`src/rtl/audfmt_pkg.sv`:
```
package audfmt_pkg;

  localparam int unsigned MAX_W = 32;
  localparam int unsigned POS_W = $clog2(2 * MAX_W + 1);

  typedef logic [MAX_W-1:0] word_t;
  typedef logic [POS_W-1:0] pos_t;

  typedef enum logic [1:0] {
    STD_PHILIPS = 2'b00,
    STD_LEFT    = 2'b01,
    STD_RIGHT   = 2'b10,
    STD_PCM     = 2'b11
  } std_e;

  typedef struct packed {
    std_e       std;
    logic       sync_long;
    logic       cpol;
    logic [1:0] dlen;
    logic       slot32;
  } cfg_t;

  // Number of data bits carried per word; the illegal code falls back to 16.
  function automatic pos_t data_bits(logic [1:0] dlen);
    case (dlen)
      2'b01:   return POS_W'(24);
      2'b10:   return POS_W'(32);
      default: return POS_W'(16);
    endcase
  endfunction

  // Slot width: wide data always forces a 32-bit slot.
  function automatic pos_t slot_bits(logic [1:0] dlen, logic slot32);
    if (dlen == 2'b01 || dlen == 2'b10 || slot32) return POS_W'(32);
    return POS_W'(16);
  endfunction

  // Undelayed line value at frame position b.
  function automatic logic slot_bit(std_e std, word_t wl, word_t wr,
                                    pos_t b, pos_t n, pos_t l);
    word_t w;
    pos_t  i;
    pos_t  idx;
    logic  hit;
    w = wl;
    i = b;
    if (std != STD_PCM && b >= l) begin
      w = wr;
      i = b - l;
    end
    if (std == STD_RIGHT) begin
      hit = (i >= l - n);
      idx = l - POS_W'(1) - i;
    end else begin
      hit = (i < n);
      idx = n - POS_W'(1) - i;
    end
    return hit & (|(w & (word_t'(1) << idx)));
  endfunction

endpackage

```
`src/rtl/audfmt_cfg.sv`:
```
module audfmt_cfg
  import audfmt_pkg::*;
(
  input  logic clk,
  input  logic rst_n,
  input  logic enable,
  input  cfg_t cfg_in,
  output cfg_t cfg_q,
  output logic cfg_err
);

  // Shadow copy follows the inputs only while the serializer is stopped.
  always_ff @(posedge clk) begin
    if (!rst_n) begin
      cfg_q <= '0;
    end else if (!enable) begin
      cfg_q <= cfg_in;
    end
  end

  assign cfg_err = (cfg_q.dlen == 2'b11);

endmodule

```
`src/rtl/audfmt_clkgen.sv`:
```
module audfmt_clkgen #(
  parameter int unsigned HALF_DIV = 2
) (
  input  logic clk,
  input  logic rst_n,
  input  logic enable,
  output logic start,
  output logic bit_adv,
  output logic phase
);

  localparam int unsigned CW = $clog2(HALF_DIV + 1);

  logic          started;
  logic [CW-1:0] cnt;
  logic          half_end;

  assign half_end = (cnt == CW'(HALF_DIV - 1));
  assign start    = enable & ~started;
  assign bit_adv  = enable & started & phase & half_end;

  always_ff @(posedge clk) begin
    if (!rst_n || !enable) begin
      started <= 1'b0;
      cnt     <= '0;
      phase   <= 1'b0;
    end else if (!started) begin
      started <= 1'b1;
      cnt     <= '0;
      phase   <= 1'b0;
    end else if (half_end) begin
      cnt   <= '0;
      phase <= ~phase;
    end else begin
      cnt <= cnt + CW'(1);
    end
  end

endmodule

```
`src/rtl/audfmt_hold.sv`:
```
module audfmt_hold
  import audfmt_pkg::*;
(
  input  logic  clk,
  input  logic  rst_n,
  input  logic  s_valid,
  output logic  s_ready,
  input  word_t s_left,
  input  word_t s_right,
  input  logic  take,
  output logic  hold_v,
  output word_t hold_l,
  output word_t hold_r
);

  assign s_ready = ~hold_v;

  always_ff @(posedge clk) begin
    if (!rst_n) begin
      hold_v <= 1'b0;
      hold_l <= '0;
      hold_r <= '0;
    end else if (s_valid && !hold_v) begin
      hold_v <= 1'b1;
      hold_l <= s_left;
      hold_r <= s_right;
    end else if (take) begin
      hold_v <= 1'b0;
    end
  end

endmodule

```
`src/rtl/audfmt_frame.sv`:
```
module audfmt_frame
  import audfmt_pkg::*;
#(
  parameter int unsigned LONG_SYNC = 13
) (
  input  logic  clk,
  input  logic  rst_n,
  input  logic  enable,
  input  logic  start,
  input  logic  bit_adv,
  input  cfg_t  cfg,
  input  logic  hold_v,
  input  word_t hold_l,
  input  word_t hold_r,
  input  logic  underrun_clr,
  output logic  take,
  output logic  sd,
  output logic  ws,
  output logic  underrun
);

  pos_t  pos_q, pos_n, n_bits, l_bits, f_bits;
  word_t cur_l, cur_r, nxt_l, nxt_r;
  logic  lag_q, raw, ws_n, frame_end, load, adv, is_pcm;

  assign is_pcm    = (cfg.std == STD_PCM);
  assign n_bits    = data_bits(cfg.dlen);
  assign l_bits    = slot_bits(cfg.dlen, cfg.slot32);
  assign f_bits    = is_pcm ? l_bits : pos_t'(l_bits << 1);
  assign frame_end = (pos_q == f_bits - POS_W'(1));
  assign adv       = start | bit_adv;
  assign load      = start | (bit_adv & frame_end);
  assign take      = load & hold_v;
  assign pos_n     = (start || frame_end) ? '0 : pos_q + POS_W'(1);

  always_comb begin
    nxt_l = cur_l;
    nxt_r = cur_r;
    if (load) begin
      nxt_l = hold_v ? hold_l : '0;
      nxt_r = hold_v ? hold_r : '0;
    end
  end

  assign raw = slot_bit(cfg.std, nxt_l, nxt_r, pos_n, n_bits, l_bits);

  always_comb begin
    if (is_pcm) begin
      ws_n = cfg.sync_long ? (pos_n < POS_W'(LONG_SYNC))
                           : (pos_n == l_bits - POS_W'(1));
    end else begin
      ws_n = (pos_n >= l_bits);
    end
  end

  always_ff @(posedge clk) begin
    if (!rst_n || !enable) begin
      pos_q <= '0;
      cur_l <= '0;
      cur_r <= '0;
      lag_q <= 1'b0;
      sd    <= 1'b0;
      ws    <= 1'b0;
    end else if (adv) begin
      pos_q <= pos_n;
      cur_l <= nxt_l;
      cur_r <= nxt_r;
      lag_q <= raw;
      sd    <= (cfg.std == STD_PHILIPS) ? lag_q : raw;
      ws    <= ws_n;
    end
  end

  always_ff @(posedge clk) begin
    if (!rst_n) begin
      underrun <= 1'b0;
    end else if (load && !hold_v) begin
      underrun <= 1'b1;
    end else if (underrun_clr) begin
      underrun <= 1'b0;
    end
  end

endmodule

```
`src/rtl/audfmt_tx.sv`:
```
module audfmt_tx
  import audfmt_pkg::*;
#(
  parameter int unsigned HALF_DIV  = 2,
  parameter int unsigned LONG_SYNC = 13
) (
  input  logic        clk,
  input  logic        rst_n,
  input  logic        enable,
  input  logic [1:0]  cfg_std,
  input  logic        cfg_sync_long,
  input  logic        cfg_cpol,
  input  logic [1:0]  cfg_dlen,
  input  logic        cfg_slot32,
  input  logic        s_valid,
  output logic        s_ready,
  input  logic [31:0] s_left,
  input  logic [31:0] s_right,
  input  logic        underrun_clr,
  output logic        sck,
  output logic        ws,
  output logic        sd,
  output logic        underrun,
  output logic        cfg_err
);

  cfg_t  cfg_in, cfg_q;
  logic  start_p, bit_adv, phase, take, hold_v;
  word_t hold_l, hold_r;

  assign cfg_in.std       = std_e'(cfg_std);
  assign cfg_in.sync_long = cfg_sync_long;
  assign cfg_in.cpol      = cfg_cpol;
  assign cfg_in.dlen      = cfg_dlen;
  assign cfg_in.slot32    = cfg_slot32;

  audfmt_cfg u_cfg (
    .clk(clk), .rst_n(rst_n), .enable(enable),
    .cfg_in(cfg_in), .cfg_q(cfg_q), .cfg_err(cfg_err)
  );

  audfmt_clkgen #(.HALF_DIV(HALF_DIV)) u_clk (
    .clk(clk), .rst_n(rst_n), .enable(enable),
    .start(start_p), .bit_adv(bit_adv), .phase(phase)
  );

  audfmt_hold u_hold (
    .clk(clk), .rst_n(rst_n), .s_valid(s_valid), .s_ready(s_ready),
    .s_left(s_left), .s_right(s_right), .take(take),
    .hold_v(hold_v), .hold_l(hold_l), .hold_r(hold_r)
  );

  audfmt_frame #(.LONG_SYNC(LONG_SYNC)) u_frame (
    .clk(clk), .rst_n(rst_n), .enable(enable), .start(start_p),
    .bit_adv(bit_adv), .cfg(cfg_q), .hold_v(hold_v), .hold_l(hold_l),
    .hold_r(hold_r), .underrun_clr(underrun_clr), .take(take),
    .sd(sd), .ws(ws), .underrun(underrun)
  );

  assign sck = cfg_q.cpol ^ phase;

endmodule

```
`config.mk`:
```
export PLATFORM = sky130hd
export DESIGN_NAME = audfmt_tx
export DESIGN_NICKNAME = d
export VERILOG_FILES = /design/src/rtl/audfmt_pkg.sv /design/src/rtl/audfmt_cfg.sv /design/src/rtl/audfmt_clkgen.sv /design/src/rtl/audfmt_hold.sv /design/src/rtl/audfmt_frame.sv /design/src/rtl/audfmt_tx.sv
export SDC_FILE = /design/constraint.sdc
export NUM_CORES = 1
export LEC_CHECK = 0
export ABC_CLOCK_PERIOD_IN_PS = 4300
export BUFFER_PORTS_ARGS = -buffer_cell sky130_fd_sc_hd__buf_2
export CAP_MARGIN = 10
export CORE_UTILIZATION = 30
export CTS_BUF_LIST = sky130_fd_sc_hd__clkbuf_8
export CTS_CLUSTER_SIZE = 20
export DETAILED_ROUTE_END_ITERATION = 12
export PLACE_DENSITY_LB_ADDON = 0.2
export SLEW_MARGIN = 20
export SYNTH_ARGS = -nofsm -noshare
export SYNTH_HDL_FRONTEND = slang
export SYNTH_SLANG_ARGS = --single-unit
```
`constraint.sdc`:
```
create_clock -name clk -period 4.3 [get_ports clk]
set_input_delay 0 -clock clk [delete_from_list [all_inputs] [get_ports clk]]
set_output_delay 0 -clock clk [all_outputs]
set_load 0.05 [all_outputs]
```
After elaboration in Yosys (flattened, before gate mapping)
Index checks and enable logic that the tools add are counted.
{ "word_totals": {"input_bits": 76, "output_inout_bits": 6, "word_cells": 93, "reg_bits": 151} }
{ "op_classes": {"eq_ne": 9, "reduce_logical": 16, "magnitude_cmp": 4, "addsub": 9, "bitwise_logic": 14, "mux": 22, "shift": 1} }
{ "ops": {"columns": ["op", "count"], "rows": [
  ["2-to-1 mux 32 bit", 5],
  ["2-to-1 mux 7 bit", 6],
  ["bitwise AND 32 bit", 1],
  ["OR reduction 32 bit", 1],
  ["<< shifter 1 x 7 -> 32 bit (first input constant)", 1],
  ["subtractor 7 bit", 3],
  ["equality test 7 bit", 2],
  [">= comparator 7 bit", 2],
  ["subtractor 7 x 1 -> 7 bit (second input constant)", 2],
  ["case mux 6 bit (2 select lines)", 1],
  ["2-to-1 mux 1 bit", 10],
  ["equality test 2 bit (second input constant)", 4],
  ["adder 7 x 1 -> 7 bit (second input constant)", 1],
  ["bitwise AND 1 bit", 7],
  ["less-than comparator 7 x 4 -> 1 bit (second input constant)", 1],
  ["less-than comparator 7 x 6 -> 1 bit", 1],
  ["subtractor 6 x 1 -> 7 bit (second input constant)", 1],
  ["subtractor 7 x 6 -> 7 bit", 1],
  ["equality test 2 x 1 -> 1 bit (second input constant)", 2],
  ["logical OR 1 bit", 4],
  ["nonzero test 2 bit", 2],
  ["logical AND 1 bit", 3],
  ["logical NOT 1 bit", 3],
  ["NOT 1 bit", 3],
  ["7 further kinds", 8]
]} }

Depth between registers and ports, before layout
{ "logic_depth": {"word_depth": 20, "mapped_depth": 23, "ltp_nobuf": 22} }

By module
A second synthesis with hierarchy kept.
{ "unflattened": {"cells_unflattened": 926, "hier_area_um2": 7734.9} }
{ "by_module_without_submodules": {"columns": ["mod", "n_inst", "cells_per_inst", "seq_area_each_um2", "area_each_um2"], "rows": [
  ["audfmt_frame", 1, 606, 1501.4, 4665.7],
  ["audfmt_hold", 1, 282, 1301.2, 2642.5],
  ["audfmt_cfg", 1, 23, 140.1, 271.5],
  ["audfmt_clkgen", 1, 14, 80.1, 146.4],
  ["audfmt_tx", 1, 1, 0.0, 8.8]
]} }

Worst setup path before layout
No wires, ideal clock.
{ "synth_path": {"path_kind": "flip-flop to flip-flop", "from": "register, netlist name u_cfg.cfg_q[1]", "to": "register u_frame.sd", "t_arrival_ps": 4208, "required_ps": 4223, "stages_incl_launch_ff": 22, "slack_ps": 15, "setup_time_ps": 77, "period_less_slack_ps": 4285, "path_buffers": 1, "path_cell_list": "dfxtp_1 -> inv_1 -> ha_1 -> nand2b_1 -> buf_6 -> inv_6 -> xnor2_4 -> nor3_4 -> o31ai_4 -> and2_1 -> ha_1 -> a21oi_1 -> a21oi_1 -> a21oi_4 -> mux2i_2 -> ha_1 -> ha_1 -> o21bai_1 -> mux2_2 -> o32ai_2 -> o2111ai_1 -> o22ai_1"} }
{ "synth_between": {"elab_chain_cells": 20, "elab_cells_between_ends": 35, "cone_classes": "7 x add/sub; 3 x order compare; 3 x eq/ne; 1 x shift; 12 x mux; 4 x bitwise; 5 x reduce/logical"} }
{ "synth_rtl": {"columns": ["item", "line_no", "text"], "rows": [
  ["equality test 2 x 1 -> 1 bit or equality test 2 bit (tied branches)", "audfmt_pkg.sv:35", "if (dlen == 2'b01 || dlen == 2'b10 || slot32) return POS_W'(32);"],
  ["logical OR 1 bit * (2 in a row)", "audfmt_pkg.sv:35", null],
  ["2-to-1 mux 1 bit *", "audfmt_pkg.sv:35", null],
  ["2-to-1 mux 7 bit *", "audfmt_pkg.sv:36", "return POS_W'(16);"],
  ["2-to-1 mux 7 bit *", "audfmt_frame.sv:29", "assign f_bits = is_pcm ? l_bits : pos_t'(l_bits << 1);"],
  ["subtractor 7 x 1 -> 7 bit *", "audfmt_frame.sv:30", "assign frame_end = (pos_q == f_bits - POS_W'(1));"],
  ["equality test 7 bit *", "audfmt_frame.sv:30", null],
  ["logical OR 1 bit *", "audfmt_frame.sv:34", "assign pos_n = (start || frame_end) ? '0 : pos_q + POS_W'(1);"],
  ["(+1 left out)", null, null],
  ["via u_frame.pos_n[5]", "audfmt_frame.sv:22", "pos_t pos_q, pos_n, n_bits, l_bits, f_bits;"],
  ["(+2 left out)", null, null],
  ["2-to-1 mux 7 bit", "audfmt_pkg.sv:48", "if (std != STD_PCM && b >= l) begin"],
  ["subtractor 7 bit (on tied branches)", "audfmt_pkg.sv:57, audfmt_pkg.sv:54", null],
  ["2-to-1 mux 7 bit", "audfmt_pkg.sv:52", "if (std == STD_RIGHT) begin"],
  ["<< shifter 1 x 7 -> 32 bit", "audfmt_pkg.sv:59", "return hit & (|(w & (word_t'(1) << idx)));"],
  ["bitwise AND 32 bit", "audfmt_pkg.sv:59", null],
  ["OR reduction 32 bit", "audfmt_pkg.sv:59", null],
  ["bitwise AND 1 bit *", "audfmt_pkg.sv:59", null],
  ["2-to-1 mux 1 bit *", "audfmt_frame.sv:69", "sd <= (cfg.std == STD_PHILIPS) ? lag_q : raw;"],
  ["end signal: assignment", "audfmt_frame.sv:69", null],
  ["end: declaration", "audfmt_frame.sv:17", "output logic sd,"]
]} }
The timed path passes the listed nets; every way through them passes the cells marked *.
A chain may end at the register's enable or synchronous reset.

Worst setup path in the final report
{ "layout_path": {"from": "register, netlist name u_cfg.cfg_q[1]", "to": "register u_frame.sd"} }
{ "layout_between": {"elab_chain_cells": 20, "elab_cells_between_ends": 35, "cone_classes": "7 x add/sub; 3 x order compare; 3 x eq/ne; 1 x shift; 12 x mux; 4 x bitwise; 5 x reduce/logical"} }
{ "layout_rtl": {"columns": ["item", "line_no"], "rows": [
  ["equality test 2 x 1 -> 1 bit or equality test 2 bit (tied branches)", "audfmt_pkg.sv:35"],
  ["logical OR 1 bit * (2 in a row)", "audfmt_pkg.sv:35"],
  ["2-to-1 mux 1 bit *", "audfmt_pkg.sv:35"],
  ["2-to-1 mux 7 bit *", "audfmt_pkg.sv:36"],
  ["2-to-1 mux 7 bit *", "audfmt_frame.sv:29"],
  ["subtractor 7 x 1 -> 7 bit *", "audfmt_frame.sv:30"],
  ["equality test 7 bit *", "audfmt_frame.sv:30"],
  ["logical OR 1 bit *", "audfmt_frame.sv:34"],
  ["(+1 left out)", null],
  ["via u_frame.pos_n[5]", "audfmt_frame.sv:22"],
  ["(+2 left out)", null],
  ["2-to-1 mux 7 bit", "audfmt_pkg.sv:48"],
  ["subtractor 7 bit (on tied branches)", "audfmt_pkg.sv:57, audfmt_pkg.sv:54"],
  ["2-to-1 mux 7 bit", "audfmt_pkg.sv:52"],
  ["<< shifter 1 x 7 -> 32 bit", "audfmt_pkg.sv:59"],
  ["bitwise AND 32 bit", "audfmt_pkg.sv:59"],
  ["OR reduction 32 bit", "audfmt_pkg.sv:59"],
  ["bitwise AND 1 bit *", "audfmt_pkg.sv:59"],
  ["2-to-1 mux 1 bit *", "audfmt_frame.sv:69"]
]} }
Marks and branches as above.

==> run metrics <==
antenna violations before repair 0; Vias/cell 4.97; Async S/R FF share, synth 0; Slew Viols, Final 0; Power Density 342 nW/um2; # DRC 0; crit path DAT 4450 ps; # setup viols final 0; Starting Density 0.307; final net count 1108; maximum clock insertion buffer count 2; register area 3020 um2; Worst Skew 14.4 ps; Synthesis Warnings 0; CP Data Required Time 4680 ps; syn nets 955; Reg2Reg Depth 22; hold depth 3; fin crit period 4070 ps; synthesized flop and latch total 151; DPL Wire Length 15.0 mm; gr ovfl total 0; synthesized area 7260 um2; Total GRT Usage 0.179; flop2flop setup slack 230 ps; Power, Total 3.22 mW; main combinational cell family by area after synthesis compound AO/OA/AOI/OAI gates; depth of the CTS H-tree 4; multi-input logic area 4030 um2; Logic pwr share 0.182; Leak 3.57 nW; clk_lat worst skew 460 ps; DRT iter0 DRCs 338; P&R area growth vs syn 29.6%; IO Pins 82; Final GP Congestion 0.933; most common cell after layout, fill and taps aside nand2_1; TritonRoute pass-1 iters 5; crit path max fanout 6; Synth Area per Inst 8.42 um2; Synth Flop Type dfxtp_1; crit-path cells inv_1, ha_4, nand2b_4, buf_6, o31ai_4, o31ai_4, and2_1, ha_1, a21oi_2, a21oi_2, a21o_1, o21ai_1, a21boi_4, buf_4, inv_2, ha_1, a311oi_2, o31a_1, a21oi_1, xnor2_1, o311ai_2, o22ai_1; CTS clk-pin slew, worst paths 100 ps; wire per inst 16.1 um; adder-cell share of the synthesized area 0.0314; XOR/XNOR share of the synthesized area 0.0171; Die X 158 um; clock tree root driver cell clkbuf_8; full die area 24800 um2; Post-DRT Antenna Nets 0; pre-CTS setup slack -41.5 ps; most frequent cells in the layout 170 x nand2_1, 150 x dfxtp_1, 81 x buf_2; Hold Fails Final Rpt 0; WHS Endpoint u_cfg.cfg_q[4]; min-delay worst type in -> reg; CTS tree done; first-pass GRT wire length 34.1 mm; port bufs 81; Synth Area in Compound Gates 0.251; fillers 2454; Synth area leader dfxtp_1; Sw Share 0.314; P_sw 1.01 mW; Int Power 2.21 mW; mux cell area share after synthesis 0.0334; Distinct cells, synth 77; EDFF count, synth 0; Clock Sink Count 151; post-synthesis sequential area ratio 0.416; ant diodes 0; row cnt 56; sequential power share 0.460; maximum vdd drop 0.204 mV; Worst-Margin Slew 879 ps; Final period util 0.945; Placed Cells incl. Taps 1237; vias in the first global route 6227; critical path buffer and inverter count 4; worst setup margin 234 ps; crit path capture type register; CORE AREA 23600 um2; Die Height 158 um; top post-synthesis cells by area dfxtp_1 42%, nand2_1 8.9%, a21boi_0 8.1%; Top Family by Delay on Critical Path compound AO/OA/AOI/OAI gates; max-cap violations 0; share of cells above drive strength 1 0.197; largest net degree at the start of global routing 75; Syn Inst Count 862; CP max stage delay 340 ps; class of the most critical setup path reg -> reg; simple-gate portion of the synthesized area 0.204; Max Fclk 0.246 GHz; worst reg2reg startpoint u_cfg.cfg_q[1]; vias 6698; Setup crit start kind register; Critical-path top delay cell dfxtp_1; drt total wl 21.7 mm; post-route non-filler standard cell count 1347; reg-to-reg endpoint u_frame.sd; relative slew slack 0.412; share of the synthesized area in the top cell type 0.416; power share of the clock group 0.358; hold path startpoint enable; CTS buffer count 17; status finished, final reports clean
## registers in the layout (all words and copies together) (netlist names)
| name | cells |
|---|---|
| u_frame.pos_q | 7 |
| u_hold.hold_v | 1 |
| u_cfg.cfg_q | 7 |
| u_frame.underrun | 1 |
| u_frame.lag_q | 1 |
| u_frame.sd | 1 |
| u_frame.cur_r | 32 |
| u_hold.hold_l | 32 |
| u_frame.ws | 1 |
| u_clk.phase | 1 |
| u_clk.cnt | 2 |
| u_hold.hold_r | 32 |
| u_frame.cur_l | 32 |
| u_clk.started | 1 |
## worst max-delay path by stage
stage / start / endpoint / slack [ps] / cells after the start
5_1_grt: u_frame.pos_q[1] / u_frame.sd / -50 / 20
3_3_place_gp: u_cfg.cfg_q[1] / u_frame.sd / 50 / 20
4_1_cts: u_cfg.cfg_q[1] / u_frame.sd / 10 / 20
3_5_place_dp: u_cfg.cfg_q[1] / u_frame.sd / -40 / 20
6_report: u_cfg.cfg_q[1] / u_frame.sd / 230 / 22
2_1_floorplan: u_cfg.cfg_q[1] / u_frame.sd / 10 / 21
## worst reg2reg max path: cells and delay by family, from the launching register on
| kind | cells | cell delay (ps) |
|---|---|---|
| xor+xnor | 1 | 240 |
| flops | 1 | 340 |
| compound gates | 12 | 1910 |
| fa+ha+maj | 3 | 790 |
| buf+inv | 4 | 410 |
| simple gates | 2 | 290 |
## synthesized netlist by cell type (3+ instances only)
master,count
nand2b_1,4
mux2i_1,15
a222oi_1,4
buf_1,9
a2bb2oi_1,3
and2_1,7
xor2_1,3
a31oi_1,5
mux2_2,7
nor2_1,72
a21oi_1,39
a22oi_1,45
nor2b_1,13
ha_1,15
o31a_1,3
or2_2,4
nor4_1,3
a21boi_0,78
nor3_1,14
nand2_1,172
dfxtp_1,151
clkbuf_1,34
and3_1,4
o21ai_0,18
xnor2_1,8
o211ai_1,3
buf_2,12
a211oi_1,7
nand4_1,7
o22ai_1,5
o221ai_1,4
nand3_1,19
or3_1,3
inv_1,17
## stage by stage
step           hold WS, ps  utilization  cell area [um2]  TNS [ps]
2_1_floorplan          145            -             7260         0
3_3_place_gp           256        0.342             8080         0
3_5_place_dp           260        0.342             8080     -52.1
4_1_cts               8.96        0.391             9230         0
5_1_grt               54.6        0.398             9410     -53.4
6_report              28.9        0.398             9410         0
## what timing repair did
action,in CTS,in global routing
cloned,0,0
setup buffers,0,5
hold buffers,73,0
setup endpoints to repair,2,2
resized for setup,1,22
endpoints found under the hold margin,73,0
pin swaps,0,10
## cells by family after synthesis
kind of cell    count (synthesis)
compound gates                247
simple gates                  334
xor+xnor                       12
buf+inv                        78
mux                            23
flops                         151
fa+ha+maj                      17
## power groups by stage
stage	Sequential, mW	Combinational (mW)	Clock (mW)
4_1_cts	1.48	0.532	1.18
3_3_place_gp	1.51	0.477	0
5_1_grt	1.48	0.642	1.24
3_5_place_dp	1.51	0.479	0
6_report	1.48	0.585	1.15
2_1_floorplan	1.50	0.333	0
## layout make-up
cell class,count,area share
Timing Repair Buffer,192,0.155
Inverter,20,0.00851
Tap cell,319,0.0424
Clock inverter,15,0.0193
Sequential cell,151,0.321
Clock buffer,17,0.0249
Multi-Input combinational cell,633,0.429
## metal layers
| metal | global-route usage | share of wire |
|---|---|---|
| met1 | 0.246 | 0.49 |
| met2 | 0.283 | 0.46 |
| met3 | 0.0326 | 0.037 |
| met4 | 0.0509 | 0.015 |
| met5 | 0 | 0 |
No activity file was read; power rests on OpenSTA's default activity.
